**src/rtl/i2cm_pkg.sv**
```systemverilog
package i2cm_pkg;
  // Engine states: bus idle, start sequence, byte boundary, bit clocking, stop sequence
  typedef enum logic [3:0] {
    S_IDLE,
    S_SU,
    S_STA,
    S_STA_LO,
    S_HOLD,
    S_BIT,
    S_STO_LO,
    S_STO_HI,
    S_STO_REL
  } eng_st_e;
endpackage

```
**src/rtl/i2cm_qtick.sv**
```systemverilog
module i2cm_qtick #(
  parameter int SEL_W = 4
) (
  input  logic             clk,
  input  logic             rst_n,
  input  logic             run,
  input  logic [SEL_W-1:0] sel,
  output logic             tick
);
  logic [SEL_W-1:0] cnt_q, cnt_d;

  always_comb begin
    tick  = run && (cnt_q == sel);
    cnt_d = cnt_q;
    if (!run || tick) cnt_d = '0;
    else              cnt_d = cnt_q + 1'b1;
  end

  always_ff @(posedge clk or negedge rst_n) begin
    if (!rst_n) cnt_q <= '0;
    else        cnt_q <= cnt_d;
  end

  // a quarter lasts sel+1 cycles, so ticks cannot come back to back unless sel is 0
  a_r3_tick_gap: assert property (@(posedge clk) disable iff (!rst_n)
    (tick && sel != '0) |=> !tick);
endmodule

```
**src/rtl/i2cm_txhold.sv**
```systemverilog
module i2cm_txhold #(
  parameter int DW = 8
) (
  input  logic          clk,
  input  logic          rst_n,
  input  logic          wr,
  input  logic [DW-1:0] wdata,
  input  logic          take,
  output logic          acc,
  output logic [DW-1:0] data,
  output logic          full
);
  logic          full_q, full_d;
  logic [DW-1:0] data_q, data_d;

  always_comb begin
    acc    = wr && !full_q;
    full_d = full_q;
    data_d = data_q;
    if (take) full_d = 1'b0;
    if (acc) begin
      full_d = 1'b1;
      data_d = wdata;
    end
  end

  always_ff @(posedge clk or negedge rst_n) begin
    if (!rst_n) begin
      full_q <= 1'b0;
      data_q <= '0;
    end else begin
      full_q <= full_d;
      if (acc) data_q <= data_d;
    end
  end

  assign data = data_q;
  assign full = full_q;

  // the engine may only pull a byte that is really present
  a_r4_take_needs_full: assert property (@(posedge clk) disable iff (!rst_n)
    take |-> full_q);
endmodule

```
**src/rtl/i2cm_engine.sv**
```systemverilog
module i2cm_engine
  import i2cm_pkg::*;
#(
  parameter int DW = 8
) (
  input  logic          clk,
  input  logic          rst_n,
  input  logic          tick,
  input  logic          go_start,
  input  logic          stop_pend,
  input  logic          hold_full,
  input  logic [DW-1:0] hold_data,
  input  logic          sda_in,
  output logic          run,
  output logic          take,
  output logic          stop_take,
  output logic          stop_done,
  output logic          end_evt,
  output logic          ack_evt,
  output logic          ack_val,
  output logic          scl_low,
  output logic          sda_low
);
  localparam int BIT_W = $clog2(DW + 1);
  localparam logic [BIT_W-1:0] LAST = BIT_W'(DW);

  eng_st_e          st_q, st_d;
  logic [1:0]       ph_q, ph_d;
  logic [BIT_W-1:0] bn_q, bn_d;
  logic [DW-1:0]    sh_q, sh_d;
  logic             scl_q, scl_d, sda_q, sda_d;

  always_comb begin
    st_d = st_q; ph_d = ph_q; bn_d = bn_q; sh_d = sh_q;
    scl_d = scl_q; sda_d = sda_q;
    take = 1'b0; stop_take = 1'b0; stop_done = 1'b0;
    end_evt = 1'b0; ack_evt = 1'b0;
    ack_val = sda_in;
    run = (st_q != S_IDLE) && (st_q != S_HOLD);
    case (st_q)
      S_IDLE: begin
        scl_d = 1'b0;
        sda_d = 1'b0;
        if (go_start) st_d = S_SU;
      end
      S_SU:     if (tick) begin st_d = S_STA;    sda_d = 1'b1; end
      S_STA:    if (tick) begin st_d = S_STA_LO; scl_d = 1'b1; end
      S_STA_LO: if (tick) begin st_d = S_HOLD;   sda_d = 1'b0; end
      S_HOLD: begin
        if (stop_pend) begin
          stop_take = 1'b1;
          sda_d     = 1'b1;
          st_d      = S_STO_LO;
        end else if (hold_full) begin
          take = 1'b1;
          sh_d = hold_data;
          bn_d = '0;
          ph_d = 2'd0;
          st_d = S_BIT;
        end
      end
      S_BIT: begin
        if (tick) begin
          case (ph_q)
            2'd0: begin
              ph_d  = 2'd1;
              sda_d = (bn_q != LAST) ? ~sh_q[DW-1] : 1'b0;
            end
            2'd1: begin
              ph_d    = 2'd2;
              scl_d   = 1'b0;
              end_evt = (bn_q == LAST);
            end
            2'd2: begin
              ph_d    = 2'd3;
              ack_evt = (bn_q == LAST);
            end
            default: begin
              ph_d  = 2'd0;
              scl_d = 1'b1;
              if (bn_q == LAST) begin
                st_d = S_HOLD;
              end else begin
                bn_d = bn_q + 1'b1;
                sh_d = {sh_q[DW-2:0], 1'b0};
              end
            end
          endcase
        end
      end
      S_STO_LO:  if (tick) begin st_d = S_STO_HI;  scl_d = 1'b0; end
      S_STO_HI:  if (tick) begin st_d = S_STO_REL; sda_d = 1'b0; end
      S_STO_REL: if (tick) begin st_d = S_IDLE;    stop_done = 1'b1; end
      default:   st_d = S_IDLE;
    endcase
  end

  always_ff @(posedge clk or negedge rst_n) begin
    if (!rst_n) begin
      st_q  <= S_IDLE;
      ph_q  <= 2'd0;
      bn_q  <= '0;
      sh_q  <= '0;
      scl_q <= 1'b0;
      sda_q <= 1'b0;
    end else begin
      st_q  <= st_d;
      ph_q  <= ph_d;
      bn_q  <= bn_d;
      sh_q  <= sh_d;
      scl_q <= scl_d;
      sda_q <= sda_d;
    end
  end

  assign scl_low = scl_q;
  assign sda_low = sda_q;

  // inside a byte SDA holds while SCL stays released
  a_r2_sda_steady_high: assert property (@(posedge clk) disable iff (!rst_n)
    (st_q == S_BIT && !scl_q && $past(!scl_q)) |-> $stable(sda_q));
  // at a byte boundary the divider is stopped, so SCL stays stretched
  a_r8_hold_no_tick: assert property (@(posedge clk) disable iff (!rst_n)
    (st_q == S_HOLD) |-> !tick);
endmodule

```
**src/rtl/i2c_master_tx.sv**
```systemverilog
module i2c_master_tx #(
  parameter int DW    = 8,
  parameter int SEL_W = 4
) (
  input  logic             clk,
  input  logic             rst_n,
  input  logic [SEL_W-1:0] div_sel,
  input  logic             mode_master,
  input  logic             mode_xmit,
  input  logic             nack_det_en,
  input  logic             ctl_wr,
  input  logic             ctl_busy_wd,
  input  logic             ctl_ss_wd,
  input  logic             dat_wr,
  input  logic [DW-1:0]    dat_wd,
  input  logic             sda_in,
  output logic             scl_pull,
  output logic             sda_pull,
  output logic             tx_empty,
  output logic             tx_end,
  output logic             ack_rcvd,
  output logic             nack_flag,
  output logic             bus_busy,
  output logic             stop_seen
);
  logic rst_meta, rst_s;
  always_ff @(posedge clk or negedge rst_n) begin
    if (!rst_n) begin
      rst_meta <= 1'b0;
      rst_s    <= 1'b0;
    end else begin
      rst_meta <= 1'b1;
      rst_s    <= rst_meta;
    end
  end

  logic          tick, run, take, stop_take, stop_done, end_evt, ack_evt, ack_val;
  logic          hold_full, dat_acc;
  logic [DW-1:0] hold_data;
  logic          start_req, stop_req;
  logic          busy_q, busy_d, pend_q, pend_d, end_q, end_d;
  logic          ack_q, ack_d, nack_q, nack_d, seen_q, seen_d;

  i2cm_qtick #(.SEL_W(SEL_W)) u_qtick (
    .clk(clk), .rst_n(rst_s), .run(run), .sel(div_sel), .tick(tick)
  );

  i2cm_txhold #(.DW(DW)) u_hold (
    .clk(clk), .rst_n(rst_s), .wr(dat_wr), .wdata(dat_wd), .take(take),
    .acc(dat_acc), .data(hold_data), .full(hold_full)
  );

  i2cm_engine #(.DW(DW)) u_eng (
    .clk(clk), .rst_n(rst_s), .tick(tick), .go_start(start_req),
    .stop_pend(pend_q), .hold_full(hold_full), .hold_data(hold_data),
    .sda_in(sda_in), .run(run), .take(take), .stop_take(stop_take),
    .stop_done(stop_done), .end_evt(end_evt), .ack_evt(ack_evt),
    .ack_val(ack_val), .scl_low(scl_pull), .sda_low(sda_pull)
  );

  always_comb begin
    start_req = ctl_wr && ctl_busy_wd && !ctl_ss_wd && mode_master && mode_xmit && !busy_q;
    stop_req  = ctl_wr && !ctl_busy_wd && !ctl_ss_wd && busy_q;
    busy_d = busy_q; pend_d = pend_q; end_d = end_q;
    ack_d  = ack_q;  nack_d = nack_q; seen_d = seen_q;
    if (start_req) begin busy_d = 1'b1; seen_d = 1'b0; end
    if (stop_done) begin busy_d = 1'b0; seen_d = 1'b1; end
    if (stop_take) pend_d = 1'b0;
    if (stop_req)  pend_d = 1'b1;
    if (end_evt && !hold_full) end_d = 1'b1;
    if (dat_acc || stop_req)   end_d = 1'b0;
    if (ack_evt) ack_d = ack_val;
    if (ack_evt && ack_val && nack_det_en) nack_d = 1'b1;
    if (stop_req) nack_d = 1'b0;
  end

  always_ff @(posedge clk or negedge rst_s) begin
    if (!rst_s) begin
      busy_q <= 1'b0; pend_q <= 1'b0; end_q  <= 1'b0;
      ack_q  <= 1'b0; nack_q <= 1'b0; seen_q <= 1'b0;
    end else begin
      busy_q <= busy_d; pend_q <= pend_d; end_q  <= end_d;
      ack_q  <= ack_d;  nack_q <= nack_d; seen_q <= seen_d;
    end
  end

  assign tx_empty  = !hold_full;
  assign tx_end    = end_q;
  assign ack_rcvd  = ack_q;
  assign nack_flag = nack_q;
  assign bus_busy  = busy_q;
  assign stop_seen = seen_q;

  // an unowned bus is never clocked
  a_r1_free_bus_quiet: assert property (@(posedge clk) disable iff (!rst_s)
    !busy_q |-> !scl_pull);
  // transfer end rises together with the acknowledge clock release
  a_r5_end_on_release: assert property (@(posedge clk) disable iff (!rst_s)
    $rose(end_q) |-> (!scl_pull && $past(scl_pull)));
  // a NACK indication always matches the sampled acknowledge level
  a_r6_nack_has_ack1: assert property (@(posedge clk) disable iff (!rst_s)
    $rose(nack_q) |-> ack_q);
  // detection must be enabled for the flag to rise
  a_r7_nack_needs_en: assert property (@(posedge clk) disable iff (!rst_s)
    $rose(nack_q) |-> $past(nack_det_en));
  // after a completed stop both lines are free
  a_r9_stop_lines_free: assert property (@(posedge clk) disable iff (!rst_s)
    seen_q |-> (!scl_pull && !sda_pull));
endmodule

```
**config.mk**
```make
export PLATFORM = sky130hd
export DESIGN_NAME = i2c_master_tx
export DESIGN_NICKNAME = d
export VERILOG_FILES = /design/src/rtl/i2cm_pkg.sv /design/src/rtl/i2cm_qtick.sv /design/src/rtl/i2cm_txhold.sv /design/src/rtl/i2cm_engine.sv /design/src/rtl/i2c_master_tx.sv
export SDC_FILE = /design/constraint.sdc
export NUM_CORES = 1
export LEC_CHECK = 0
export ABC_AREA = 1
export CAP_MARGIN = 30
export CORE_UTILIZATION = 25
export CTS_CLUSTER_SIZE = 14
export DETAILED_ROUTE_END_ITERATION = 16
export PLACE_DENSITY = 0.39
export SYNTH_ARGS = -nofsm -noshare
export SYNTH_HDL_FRONTEND = slang
export SYNTH_SLANG_ARGS = --single-unit
```
**constraint.sdc**
```tcl
create_clock -name clk -period 4.5 [get_ports clk]
set_clock_uncertainty 0.2 [all_clocks]
set_input_delay 0.675 -clock clk [delete_from_list [all_inputs] [get_ports clk]]
set_output_delay 0.675 -clock clk [all_outputs]
set_load 0.005 [all_outputs]
```
== Yosys cells after proc, flatten, opt, wreduce, memory -nomap -nowiden ==
Cells that the tools add are included.
Storage, ports and cells
  output and inout bits: 8
  flip-flop bits (word level): 41
  memories: 0
  RAM bits: 0
  word-level logic and storage cells: 158
  memory bits (read-only): 0
  bits in latches: 0
  input bits: 22
Operators by class
  shift-type cells: 0
  equal/unequal tests: 32
  reduce and logical (&&, ||, !) cells: 40
  mux-type cells: 66
  div/mod/pow operators: 0
  add/subtract/negate cells: 2
  bitwise operators: 1
  $lt $le $gt $ge: 0
  multiply operators: 0
Operators with widths (number)
  two-way mux 4 bit: 18
  two-way mux 8 bit: 5
  case mux 4 bit (9 select lines): 1
  two-way mux 1 bit: 32
  != test 2 bit (second input constant): 14
  == test 4 x 3 -> 1 bit (second input constant): 4
  case mux 8 bit (2 select lines): 1
  logical AND 1 bit: 14
  AND reduction 6 bit: 2
  nonzero test 2 bit: 6
  AND reduction 11 bit: 1
  adder 4 x 1 -> 4 bit (second input constant): 2
  == test 4 x 2 -> 1 bit (second input constant): 2
  == test 4 bit (second input constant): 2
  case mux 4 bit (2 select lines): 1
  nonzero test 4 bit: 2
  two-way mux 2 bit: 3
  != test 2 x 1 -> 1 bit (second input constant): 3
  case mux 2 bit (3 select lines): 1
  logical NOT 1 bit: 5
  case mux 1 bit (5 select lines): 1
  AND reduction 5 bit: 1
  nonzero test 5 bit: 1
  == test 4 x 1 -> 1 bit (second input constant): 1
  16 further kinds: 18

== Depth between registers and ports, before layout ==
  depth after elaboration: 9
  mapped depth: 10
  depth with buffers taken out: 9

== By module ==
A second synthesis with hierarchy kept.
Unflattened totals
  cell total of the unflattened synthesis: 312
  area, all modules: 2343.5 µm²
By module, submodules not included
  i2cm_engine: area each 1383.8 µm², sequential area each 500.5 µm², cells an instance 197, instances 1
  i2cm_txhold: area each 375.4 µm², sequential area each 225.2 µm², cells an instance 38, instances 1
  i2c_master_tx: area each 330.3 µm², sequential area each 200.2 µm², cells an instance 38, instances 1
  i2cm_qtick: area each 254.0 µm², sequential area each 100.1 µm², cells an instance 39, instances 1

== Least setup slack after synthesis ==
No wires, ideal clock.
  path kind: in2reg
  start: input port div_sel[1]
  end: register u_eng.sh_q[2]
  buffers on the path: 1
  library setup time: 0.122 ns
  arrival time: 1.456 ns
  data required time: 4.178 ns
  slack: 2.723 ns
  stages: 10
  cells stage by stage: inv_1 nand2_1 nand2_1 nor2_1 nand3_1 nand2_1 nand2_4 buf_6 nand2_2 o21ai_2
Between the ends
  longest elaborated chain between the ends: 4
Ends and longest elaborated chain
  from (decl): line i2c_master_tx.sv:7  | input logic [SEL_W-1:0] div_sel,
  == test 4 bit: line i2cm_qtick.sv:13  | tick = run && (cnt_q == sel);
  logical AND 1 bit: line i2cm_qtick.sv:13
  != test 2 bit (no source line)
  AND reduction 6 bit (no source line)
  to (signal assigned): line i2cm_engine.sv:103  | sh_q <= '0;
  to (signal assigned): line i2cm_engine.sv:110  | sh_q <= sh_d;
  to (decl): line i2cm_engine.sv:30  | logic [DW-1:0] sh_q, sh_d;
Every way passes these cells.
A chain may end at the register's enable or synchronous reset.

== Final worst setup path ==
  start: register u_hold.full_q (netlist: u_hold.full)
  end: output port tx_empty
Between the ends
  longest elaborated chain between the ends: 1
Ends and longest elaborated chain
  from (decl): line i2cm_txhold.sv:13  | logic full_q, full_d;
  from (signal assigned): line i2cm_txhold.sv:32  | full_q <= full_d;
  logical NOT 1 bit: line i2c_master_tx.sv:87  | assign tx_empty = !hold_full;
  to (decl): line i2c_master_tx.sv:19  | output logic tx_empty,
Every way passes these cells.

==> metrics.cfg <==
[route]
route.detailed.drc=4
drtIter0Drc=54
via_count=1720
wl_per_cell_um=12.0
totalWireLength_mm=4.89
drtAntennaViolNets=0
viasPerCell=4.23
drt_pass1_iterations=10

[power]
power_density_nw_per_um2=559
p_seq_share_pct=37.7
power_frac_comb_pct=42.6
switchingPower_uw=653
p_leak_uw=0.00133
pwr-share-clk_pct=19.7
p_sw_share_pct=41.2
internal_power_uw=930
ir_drop_mv=0.148
finalPower_uw=1580

[timing]
final.period_utilization_pct=51.0
whs_ns=-0.00754
fin_crit_ns=2.29
fmax_mhz=436
hold_viol_final=14
slew_violations=0
fin_setup_tns_ns=0
rsz0062_at_grt=no
setup_viol=0

[setup_path]
critPathKind=register to output pin
slowest_delay_ns=0.52
cpLargestDelayFamily=buffers and inverters
critPathSlowestCell=clkdlybuf4s50_1
cp.arrival_ns=1.42
required_ns=3.62
start_kind=register
crit_buf_inv=2
path_max_fanout=4
cp_cell_sequence=inv_1 > clkdlybuf4s50_1
worstSetupEndpointType=output pin

[synthesis]
ys_top_cells_by_area=dfrtp_1, nand2_1, inv_1
synthArstFlopShare_pct=100
synth_ff_type=dfrtp_1
netlist_area_um2=2300
ys_seq_area_share_pct=44.7
synth-edff-count=0
yosys-top-cells-count=nand2_1, dfrtp_1, inv_1
yosys.area.top_type=dfrtp_1
yosys_warnings=0
yosysMostFrequentCell=nand2_1
synth.distinct_cells=29
synth_fp_nets=293
synth_cells=264
synth_top_area_share_pct=44.7
synth-seq-cells=41
syn_area_per_cell_um2=8.70

[grt]
grt.total_usage_pct=11.1
first_global_vias=1689
antenna_found_initial=0
grt_pass1_wl_mm=8.33
grt_max_degree=40
grt-ovfl-total=0

[floorplan]
fp-row-count=34
dieArea_um2=9580
die_h_um=97.9
io_pins=30
start_util_pct=26.1
coreArea_um2=8810
dieWidth_um=97.9

[clocking]
clkTransAtPathRegs_ns=0.09
cts_max_level=2
cts.sinks=41
clockBufferDepth=2
worstSkewPairLatency_ns=0.30
cts_made_buffers=5
cts_tree=built
cts_resized=0
post_cts_buffers=0
hold_buffers=0
root_buffer=clkbuf_8

[layout]
num_antenna_cells=0
drive_above_1_share_pct=17.7
area_delta_synth_final_pct=23.3
nets=327

[run_status]
violations=DRC, hold timing
outcome=finished, violations left

[placement]
dp_hpwl_mm=3.59
place_congestion=0.773
numPortBuffers=29

[job]
drv_cap=0

[hold_path]
hp-class=register to asynchronous set/reset pin

==> layer usage <==
metal | vias up | routed length, µm | global-route usage [%]
met4 | 0 | 75 | 3.85
met5 | - | 0 | 0
li1 | 906 | - | -
met1 | 776 | 2370 | 14.4
met2 | 30 | 2280 | 18.1
met3 | 8 | 159 | 2.36
==> cell families (layout without fill, tap and decap cells) <==
kind of cell             count (synthesis)  after routing  synth area share, %
other                                    1              1                0.163
adder cells (fa/ha/maj)                  7              7                 3.81
XOR/XNOR                                 3              3                 1.14
AO/OA/AOI/OAI                           32             32                 9.64
multiplexers                            14             14                 6.48
flip-flops                              41             41                 44.7
buffers and inverters                   39             74                 7.08
AND/OR/NAND/NOR                        127            127                 27.0
==> final cells by class <==
type | instances | area (µm²)
Sequential cell | 41 | 1030
Timing Repair Buffer | 30 | 310
Clock buffer | 5 | 68.8
Clock inverter | 3 | 46.3
Fill cell | 945 | 5970
Multi-Input combinational cell | 184 | 1110
Tap cell | 108 | 135
Inverter | 36 | 135
==> worst paths after layout <==
path                               start            end  slack, ns  cells past startpoint
min in group clk                rst_meta          rst_s       0.16                      0
setup / recovery             u_hold.full       tx_empty       2.21                      2
hold / removal                     rst_s  u_eng.bn_q[0]     -0.008                      0
hold reg to reg                    rst_s  u_eng.bn_q[0]     -0.008                      0
max in group asynchronous          rst_n          rst_s       3.65                      1
setup reg to reg           u_eng.st_q[3]  u_eng.bn_q[1]       2.44                      8
==> per-stage QoR <==
step           setup WS (ns)  instances  area, µm²  hold slack (ns)  utilization [%]
3_5_place_dp            1.98        398       2700            0.138             30.6
4_1_cts                 2.17        406       2810            0.159             31.9
6_report                2.21        407       2830         -0.00754             32.2
2_1_floorplan           2.72        264       2300            0.131                -
5_1_grt                 2.10        407       2830           0.0397             32.2
3_3_place_gp            2.01        398       2700            0.135             30.6
==> flip-flops by register name, indices dropped and copies added, names as in the netlist, 2 cells and up <==
| register | cells |
|---|---|
| u_eng.ph_q | 2 |
| u_hold.data | 8 |
| u_eng.bn_q | 4 |
| u_qtick.cnt_q | 4 |
| u_eng.st_q | 4 |
| u_eng.sh_q | 8 |
==> power by group through the flow <==
| stage | Clock, µW | Sequential (µW) | Combinational [µW] |
|---|---|---|---|
| 2_1_floorplan | 0 | 580 | 530 |
| 3_3_place_gp | 0 | 609 | 678 |
| 3_5_place_dp | 0 | 611 | 675 |
| 4_1_cts | 324 | 604 | 677 |
| 5_1_grt | 344 | 616 | 760 |
| 6_report | 312 | 596 | 674 |
==> cell usage in the layout, fill, tap and decap left out <==
master           netlist  routed
dfrtp_2                0       1
nor2_8                 2       2
nand2_2               11      11
conb_1                 1       1
nor3_1                 2       2
xor2_1                 2       2
a21oi_1                5       5
clkdlybuf4s50_1        0      29
clkinv_4               0       1
ha_1                   7       7
nand2_1               63      63
dfrtp_1               41      40
clkinvlp_4             0       1
nand3_1               11      11
nand4_1                6       6
mux2i_1                7       7
or2_2                  2       2
mux2_2                 7       7
nand2_4                3       3
nand3b_1               1       1
and3_1                 1       1
buf_12                 0       1
o21ai_0               12      12
inv_1                 34      34
nor2_1                22      22
nor2_2                 2       2
nand3_4                1       1
inv_2                  2       2
o21ai_2               12      12
clkbuf_8               0       5
xnor2_1                1       1
a21boi_4               1       1
o22ai_1                2       2
bufinv_16              0       1
No activity file was read; power rests on OpenSTA's default activity.
